<file path="config.mk">
export PLATFORM = sky130hd
export DESIGN_NAME = retry_disc_sequencer
export DESIGN_NICKNAME = d
export VERILOG_FILES = /design/src/rtl/seq_pkg.sv /design/src/rtl/seq_datapath.sv /design/src/rtl/seq_control.sv /design/src/rtl/retry_disc_sequencer.sv
export SDC_FILE = /design/constraint.sdc
export NUM_CORES = 1
export LEC_CHECK = 0
export BUFFER_PORTS_ARGS = -buffer_cell sky130_fd_sc_hd__buf_2
export CORE_ASPECT_RATIO = 1.5
export CORE_UTILIZATION = 55
export CTS_BUF_LIST = sky130_fd_sc_hd__clkbuf_16
export CTS_CLUSTER_SIZE = 14
export DETAILED_ROUTE_END_ITERATION = 10
export GPL_ROUTABILITY_DRIVEN = 1
export GPL_TIMING_DRIVEN = 0
export PLACE_DENSITY = 0.91
export SLEW_MARGIN = 5
export SYNTH_ARGS = -nofsm -noshare
export SYNTH_HDL_FRONTEND = slang
export SYNTH_SLANG_ARGS = --single-unit
</file>
<file path="constraint.sdc">
create_clock -name clk -period 3.7 [get_ports clk]
set_input_delay 0.185 -clock clk [delete_from_list [all_inputs] [get_ports clk]]
set_output_delay 0.185 -clock clk [all_outputs]
set_load 0.02 [all_outputs]
</file>
<file path="src/rtl/seq_pkg.sv">
package seq_pkg;

  typedef enum logic [2:0] {
    TERM_NORMAL = 3'd0,
    TERM_DISC   = 3'd1,
    TERM_RETRY  = 3'd2,
    TERM_TABORT = 3'd3,
    TERM_MABORT = 3'd4
  } termCode_e;

  typedef enum logic [1:0] {
    STAT_OK     = 2'd0,
    STAT_TABORT = 2'd1,
    STAT_MABORT = 2'd2
  } doneStat_e;

  // strobes from control to datapath
  typedef struct packed {
    logic      load;
    logic      advance;
    logic      finish;
    doneStat_e status;
  } seqStrobe_t;

endpackage

</file>
<file path="src/rtl/seq_datapath.sv">
module seq_datapath
  import seq_pkg::*;
#(
  parameter int ADDR_W = 32,
  parameter int LEN_W  = 10
) (
  input  logic              clk,
  input  logic              rstN,
  input  seqStrobe_t        strobe,
  input  logic [1:0]        startKind,
  input  logic [ADDR_W-1:0] startAddr,
  input  logic [LEN_W-1:0]  startLen,
  input  logic [LEN_W-1:0]  termCount,
  output logic [ADDR_W-1:0] curAddr,
  output logic [LEN_W-1:0]  remLen,
  output logic              isDelayed,
  output logic              lastChunk,
  output logic              doneValid,
  output doneStat_e         doneStatus,
  output logic              errPulse
);

  localparam int STEP_W = LEN_W + 2;

  logic [1:0]        kindReg;
  logic [STEP_W-1:0] byteStep;

  assign byteStep  = {termCount, 2'b00};
  assign lastChunk = (termCount >= remLen);
  assign isDelayed = kindReg[1];

  always_ff @(posedge clk or negedge rstN) begin
    if (!rstN) begin
      curAddr <= '0;
      remLen  <= '0;
      kindReg <= '0;
    end else if (strobe.load) begin
      curAddr <= startAddr;
      remLen  <= startLen;
      kindReg <= startKind;
    end else if (strobe.advance) begin
      curAddr <= curAddr + ADDR_W'(byteStep);
      remLen  <= remLen - termCount;
    end
  end

  always_ff @(posedge clk or negedge rstN) begin
    if (!rstN) begin
      doneValid  <= 1'b0;
      doneStatus <= STAT_OK;
      errPulse   <= 1'b0;
    end else begin
      doneValid  <= strobe.finish;
      doneStatus <= strobe.finish ? strobe.status : STAT_OK;
      errPulse   <= strobe.finish && (strobe.status != STAT_OK);
    end
  end


  adv_nonzero_chk: assert property (@(posedge clk) disable iff (!rstN)
    strobe.advance |=> (remLen != '0));


  err_needs_done_chk: assert property (@(posedge clk) disable iff (!rstN)
    errPulse |-> (doneValid && doneStatus != STAT_OK));


  load_len_chk: assert property (@(posedge clk) disable iff (!rstN)
    strobe.load |=> (remLen != '0));

endmodule

</file>
<file path="src/rtl/seq_control.sv">
module seq_control
  import seq_pkg::*;
#(
  parameter int GAP = 2
) (
  input  logic       clk,
  input  logic       rstN,
  input  logic       startValid,
  input  logic       startLenNz,
  input  logic       termValid,
  input  logic [2:0] termCode,
  input  logic       lastChunk,
  input  logic       isDelayed,
  output seqStrobe_t strobe,
  output logic       issueValid,
  output logic       busy,
  output logic       passOk
);

  localparam int GAP_W = $clog2(GAP + 1);

  typedef enum logic [1:0] {
    S_IDLE, S_ISSUE, S_WAIT, S_BACKOFF
  } seqState_e;

  seqState_e        state, nextState;
  logic [GAP_W-1:0] gapCnt;
  logic             gapDone;

  assign gapDone    = (gapCnt == GAP_W'(GAP - 1));
  assign issueValid = (state == S_ISSUE);
  assign busy       = (state != S_IDLE);
  assign passOk     = (state == S_BACKOFF) && isDelayed;

  always_comb begin
    nextState = state;
    strobe    = '{load: 1'b0, advance: 1'b0, finish: 1'b0, status: STAT_OK};
    unique case (state)
      S_IDLE: begin
        if (startValid && startLenNz) begin
          strobe.load = 1'b1;
          nextState   = S_ISSUE;
        end
      end
      S_ISSUE: nextState = S_WAIT;
      S_WAIT: begin
        if (termValid) begin
          case (termCode)
            TERM_NORMAL: begin
              strobe.finish = 1'b1;
              nextState     = S_IDLE;
            end
            TERM_DISC: begin
              if (lastChunk) begin
                strobe.finish = 1'b1;
                nextState     = S_IDLE;
              end else begin
                strobe.advance = 1'b1;
                nextState      = S_ISSUE;
              end
            end
            TERM_RETRY: nextState = S_BACKOFF;
            TERM_TABORT: begin
              strobe.finish = 1'b1;
              strobe.status = STAT_TABORT;
              nextState     = S_IDLE;
            end
            TERM_MABORT: begin
              strobe.finish = 1'b1;
              strobe.status = STAT_MABORT;
              nextState     = S_IDLE;
            end
            default: nextState = S_WAIT;
          endcase
        end
      end
      S_BACKOFF: if (gapDone) nextState = S_ISSUE;
      default: nextState = S_IDLE;
    endcase
  end

  always_ff @(posedge clk or negedge rstN) begin
    if (!rstN) begin
      state  <= S_IDLE;
      gapCnt <= '0;
    end else begin
      state <= nextState;
      if (state == S_BACKOFF && !gapDone) gapCnt <= gapCnt + 1'b1;
      else                                gapCnt <= '0;
    end
  end

  // checker-only tracking of cycles since the last retry
  logic             retryArmed;
  logic [GAP_W-1:0] sinceRetry;
  logic             retrySeen;

  assign retrySeen = (state == S_WAIT) && termValid && (termCode == TERM_RETRY);

  always_ff @(posedge clk or negedge rstN) begin
    if (!rstN) begin
      retryArmed <= 1'b0;
      sinceRetry <= '0;
    end else if (retrySeen) begin
      retryArmed <= 1'b1;
      sinceRetry <= '0;
    end else begin
      if (issueValid) retryArmed <= 1'b0;
      if (sinceRetry != GAP_W'(GAP)) sinceRetry <= sinceRetry + 1'b1;
    end
  end


  retry_gap_chk: assert property (@(posedge clk) disable iff (!rstN)
    (issueValid && retryArmed) |-> (sinceRetry == GAP_W'(GAP)));


  pass_scope_chk: assert property (@(posedge clk) disable iff (!rstN)
    passOk |-> (isDelayed && busy && !issueValid));


  issue_after_load_chk: assert property (@(posedge clk) disable iff (!rstN)
    strobe.load |=> (issueValid && busy));


  abort_ends_chk: assert property (@(posedge clk) disable iff (!rstN)
    ((state == S_WAIT) && termValid &&
     (termCode == TERM_TABORT || termCode == TERM_MABORT)) |=> !busy);


  retry_no_finish_chk: assert property (@(posedge clk) disable iff (!rstN)
    retrySeen |-> !strobe.finish);

endmodule

</file>
<file path="src/rtl/retry_disc_sequencer.sv">
module retry_disc_sequencer
  import seq_pkg::*;
#(
  parameter int ADDR_W = 32,
  parameter int LEN_W  = 10,
  parameter int GAP    = 2
) (
  input  logic              clk,
  input  logic              rstN,
  input  logic              startValid,
  input  logic [1:0]        startKind,
  input  logic [ADDR_W-1:0] startAddr,
  input  logic [LEN_W-1:0]  startLen,
  input  logic              termValid,
  input  logic [2:0]        termCode,
  input  logic [LEN_W-1:0]  termCount,
  output logic              issueValid,
  output logic [ADDR_W-1:0] issueAddr,
  output logic [LEN_W-1:0]  issueLen,
  output logic              busy,
  output logic              doneValid,
  output logic [1:0]        doneStatus,
  output logic              errPulse,
  output logic              passOk
);

  seqStrobe_t strobe;
  logic       lastChunk;
  logic       isDelayed;
  doneStat_e  statusInt;

  seq_control #(.GAP(GAP)) u_ctl (
    .clk        (clk),
    .rstN       (rstN),
    .startValid (startValid),
    .startLenNz (startLen != '0),
    .termValid  (termValid),
    .termCode   (termCode),
    .lastChunk  (lastChunk),
    .isDelayed  (isDelayed),
    .strobe     (strobe),
    .issueValid (issueValid),
    .busy       (busy),
    .passOk     (passOk)
  );

  seq_datapath #(.ADDR_W(ADDR_W), .LEN_W(LEN_W)) u_dp (
    .clk        (clk),
    .rstN       (rstN),
    .strobe     (strobe),
    .startKind  (startKind),
    .startAddr  (startAddr),
    .startLen   (startLen),
    .termCount  (termCount),
    .curAddr    (issueAddr),
    .remLen     (issueLen),
    .isDelayed  (isDelayed),
    .lastChunk  (lastChunk),
    .doneValid  (doneValid),
    .doneStatus (statusInt),
    .errPulse   (errPulse)
  );

  assign doneStatus = statusInt;

endmodule

</file>
# == Word level (Yosys, flattened, before mapping) ==
# Cells that the tools add are included.
# word_totals
in_bits,61
output_inout_bits,49
ff_bits,52
elab_cells,57
# op_classes
eq_ne,11
n_addsub,3
reduce_logical,13
n_mux,21
n_lt_le_gt_ge,1
# op_table
operator,count
$mux 32,2
$add 32x12->32,1
$mux 10,2
$ge 10x10->1,1
$mux 2,5
$reduce_bool 10->1,1
$sub 10x10->10,1
$mux 4,2
$pmux 2 s4,1
$eq 3x2->1 const B,2
$mux 1,6
$pmux 2 s3,1
$reduce_bool 2->1,3
$eq 2x1->1 const B,2
$eq 2x2->1 const B,2
$logic_and 1x1->1,4
$ne 2x1->1 const B,2
$pmux 2 s2,1
$eq 3x1->1 const B,1
$eq 3x3->1 const B,1
$logic_not 3->1,1
$reduce_and 3->1,1
$reduce_or 3->1,1
$add 2x1->2 const B,1
other kinds (4),4

# == Depth between registers and ports, before layout ==
# logic_depth
ltp_word,7
ltp_mapped,11

# == Modules after synthesis ==
# From an unflattened synthesis, not the netlist that was laid out.
# hier_totals
hier_cells,387
area_unflattened_um2,3525.9
# modules_own_cells
module,cells_each,n_inst,area_per_inst_um2
seq_datapath,342,1,3139.3
seq_control,41,1,365.4
retry_disc_sequencer,4,1,21.3

# == Worst setup path after synthesis ==
# OpenSTA, ideal clock, no wires.
# synth_path
path_kind,reg-to-reg
start,register u_dp.remLen[0]
end,register u_dp.curAddr[31]
n_path_buf,0
t_arrival_ps,2605
path_stages_with_launch,11
slack_ps,1013
setup_time_ps,82
path_cell_list,dfrtp_1 > inv_1 > ha_1 > fa_1 > nor2b_1 > o211ai_1 > a311o_1 > a21oi_4 > nand3_2 > or3_1 > a31oi_1
# synth_between
elab_chain_cells,6
# synth_lines
element,line_no,source
start: declaration,seq_datapath.sv:15,"output logic [LEN_W-1:0] remLen,"
start signal: assignment,seq_datapath.sv:39,remLen <= startLen;
start signal: assignment,seq_datapath.sv:43,remLen <= remLen - termCount;
$ge 10x10->1,seq_datapath.sv:29,assign lastChunk = (termCount >= remLen);
$mux 1,seq_control.sv:54,if (lastChunk) begin
$mux 1,seq_control.sv:48,case (termCode)
$mux 4,seq_control.sv:47,if (termValid) begin
$mux 4,seq_control.sv:38,unique case (state)
$reduce_bool 2->1 (no source line),--,
end signal: assignment,seq_datapath.sv:38,curAddr <= startAddr;
end signal: assignment,seq_datapath.sv:42,curAddr <= curAddr + ADDR_W'(byteStep);
end: declaration,seq_datapath.sv:14,"output logic [ADDR_W-1:0] curAddr,"
# Every way passes these cells.
# A chain may end at the register's enable or synchronous reset.

# == Worst setup path in the final report ==
# layout_path
start,register u_dp.curAddr[2]
end,register u_dp.curAddr[18]
# layout_between
elab_chain_cells,3
# layout_lines
element,line_no,source
$add 32x12->32,seq_datapath.sv:42,
$mux 32,seq_datapath.sv:41,end else if (strobe.advance) begin
$mux 32,seq_datapath.sv:37,end else if (strobe.load) begin
# Every way passes these cells. The select of a mux whose other input is x is not followed.

==> flow_summary.toml <==
[outcome]
status = "finished, final reports clean"

[final_layout]
nFillCells = 475
area.sequential_um2 = 1276
fin_util_pct = 71.07
layout-drive-gt1-share_pct = 23.54
stdcell_area_um2 = 4203
n_antenna_cell = 0
nets = 602
area_delta_synth_final_pct = 23.13
multiInputGateArea_um2 = 2004

[drt]
drc = 0
wl_per_cell_um = 16.24
first_pass_iters = 4
postRouteAntennaNets = 0
vias_per_cell = 5.862
drtIter0Drc = 206
vias = 3435
routed_wl_um = 9516

[die]
coreArea_um2 = 5913
initial_core_util_pct = 57.72
die_w_um = 66.32
dieArea_um2 = 6531
io_pins = 110
rows = 34
die_h_um = 98.48

[clock_network]
cts_root_buf = "clkbuf_16"
cts.sinks = 51
cts_tree = "built"
clockBufferDepth = 2
htreeDepth = 2
post_cts_buffers = 0
clk_pin_slew_ps = 70
clk-insertion-delay-late_ps = 290
numCtsBuffers = 5
hold_buffers = 0
cts_resized = 0

[place]
finalWeightedCongestion = 0.9245
dp_hpwl_um = 7252
place_area_um2 = 4044
portBuffers = 108
pre_cts_ws_ps = 769.4

[setup_path]
critPathRequiredTime_ps = 3840
endpoint = "u_dp.curAddr[18]$_DFFE_PN0P_"
cp-end-kind = "register"
r2r_end = "u_dp.curAddr[18]$_DFFE_PN0P_"
rrSetupSlack_ps = 700
crit_type = "reg -> reg"
startpoint = "u_dp.curAddr[2]$_DFFE_PN0P_"
rr_worst_depth = 9
cp-start-kind = "register"
crit_fanout = 10
reg2reg_from = "u_dp.curAddr[2]$_DFFE_PN0P_"
worstPathArrival_ps = 3150

[logic_synthesis]
synthXorXnorAreaFrac_pct = 7.698
yosys_warnings = 0
yosysTopAreaCell = "dfrtp_1"
synth_top_family_by_area = "compound AO/OA/AOI/OAI gates"
synth-simple-area-share_pct = 18.84
synth_fa_ha_area_share_pct = 10.34
synth_mux_area_share_pct = 2.969
async_flop_share_pct = 100.0
synth_top_area_share_pct = 37.39
synth_cells = 399
syn_area_um2 = 3413
avgSynthCellArea_um2 = 8.555
synth_nets = 487
synthTopCellsByArea = "dfrtp_1 (37%), ha_1 (9.2%), xor2_1 (6.2%), a21oi_1 (5.4%), nand2_1 (5.4%)"
ys_seq_area_share_pct = 37.39
synth_compound_gate_area_share_pct = 18.88
synth-edff-count = 0
yosysUniqueCellTypes = 45
synth_seq_cells = 51
synth_flop_cell = "dfrtp_1"

[timing]
final-max-slew-violation-count = 0
hold_viol_final = 0
post-route-period-util_pct = 81.20
setup_tns_ps = 0
skew_ps = 8.910
setup_viol = 0
worst_pin_slew_ps = 1150
rsz0062_at_grt = "no"
setup_ws_ps = 695.6
period_needed_ps = 3004
maxSlewHeadroom_pct = 23.33
fmax_mhz = 332.8

[grt]
grt_usage_pct = 31.01
grt_pass1_vias = 3531
grt_antenna_before_repair = 0
grt.overflow.total = 0
grt_first_pass_wirelength_um = 15560
grt_max_degree = 52

[min_path]
hold_depth = 3
hp-class = "in -> reg"

[power_and_ir_drop]
leakage_nw = 2.015
ir_drop_mv = 0.4862
p_per_area_nw_per_um2 = 831.4

[flow_run]
drv_cap = 0
==> power by group <==
part           total [mW]  leakage [nW]  switching [mW]  internal, mW
registers            1.04         0.604           0.235         0.802
clock network       0.514        0.0811           0.201         0.313
logic                1.94          1.33            1.20         0.742
==> sequential cells by signal (all words and copies together), names as in the netlist <==
name / flops
u_dp.errPulse: 1
u_dp.curAddr: 32
u_dp.kindReg: 1
u_dp.doneValid: 1
u_ctl.gapCnt: 2
u_ctl.state: 2
u_dp.remLen: 10
u_dp.doneStatus: 2
==> through the flow <==
stage	hold slack (ps)	power, mW	instances
floorplan	-110.6	2.351	399
global placement	375.7	2.852	579
detailed placement	388.9	2.952	579
CTS	91.57	3.482	586
global route	103.7	3.747	586
finish	87.38	3.494	586
==> cell usage in the layout (no fill, tap or decap), types with 4 or more instances in the layout <==
cell / synthesis / routed
o211ai_1: 5 / 5
xor2_1: 24 / 24
inv_1: 21 / 22
a21oi_1: 37 / 37
xnor2_1: 6 / 6
a21o_1: 6 / 6
mux2i_1: 9 / 9
nand2_1: 49 / 49
a31oi_1: 7 / 7
o21ai_1: 4 / 4
nor2_1: 41 / 41
clkbuf_1: 10 / 10
clkbuf_16: 0 / 5
nand3_1: 11 / 11
nand4_1: 9 / 9
o21ai_0: 31 / 31
ha_1: 25 / 25
buf_2: 1 / 109
dfrtp_1: 51 / 51
a211oi_1: 4 / 4
and2_1: 6 / 6
==> worst min-delay path by stage <==
stage / start / endpoint / slack, ps
finish: startAddr[1] / u_dp.curAddr[1]$_DFFE_PN0P_ / 90
global route: startAddr[9] / u_dp.curAddr[9]$_DFFE_PN0P_ / 100
CTS: startAddr[1] / u_dp.curAddr[1]$_DFFE_PN0P_ / 90
detailed placement: startAddr[1] / u_dp.curAddr[1]$_DFFE_PN0P_ / 390
global placement: startAddr[0] / u_dp.curAddr[0]$_DFFE_PN0P_ / 380
floorplan: rstN / u_ctl.gapCnt[0]$_DFF_PN0_ / -110
==> area by class of cell <==
cell class | count | area share, %
buffer | 13 | 1.280
clock buffer | 5 | 2.977
clock inverter | 2 | 0.8038
inverter | 21 | 1.876
multi-input combinational | 314 | 47.69
sequential | 51 | 30.37
tap | 72 | 2.143
timing repair buffer | 108 | 12.86
==> logic make-up (layout without fill, tap and decap cells) <==
| group | count (synthesis) | after routing |
|---|---|---|
| flip-flops | 51 | 51 |
| AO/OA/AOI/OAI | 108 | 108 |
| XOR/XNOR | 30 | 30 |
| multiplexers | 10 | 10 |
| AND/OR/NAND/NOR | 139 | 139 |
| adder cells (fa/ha/maj) | 27 | 27 |
| buffers and inverters | 34 | 149 |
==> synthesized netlist by cell type (2+ instances only) <==
library cell and n:
a211o_1 3, and2_1 6, or3_1 3, nor4_1 3, xor2_1 24, and4_1 3
nor3_1 2, nor2b_1 2, nand2_1 49, a21oi_1 37, and3_1 3, nor2_1 41
mux2i_1 9, inv_1 21, o21ai_0 31, o211ai_1 5, nand2b_1 3, nand4_1 9
a211oi_1 4, fa_1 2, clkbuf_1 10, o21bai_1 2, nand3_1 11, xnor2_1 6
o21ai_1 4, a21o_1 6, ha_1 25, dfrtp_1 51, a31oi_1 7, o21a_1 2
==> critical path, stage by stage, from the launching register on <==
cell and delay (ps):
dfrtp_1 400, ha_1 240, fa_1 450, a211oi_1 340, o21bai_1 170, o21ai_0 360, o21ai_1 350, nand4_1 240
xor2_1 190, o21ai_0 110
==> per-layer routing <==
layer	wire length [um]	vias to the layer above	track usage [%]	share of wire, %
li1	-	1630	-	-
met1	3584	1625	34.91	38
met2	4985	151	55.02	52
met3	598	29	5.903	6.3
met4	347	0	14.08	3.6
met5	0	-	0	0
No activity file was read; power rests on OpenSTA's default activity.
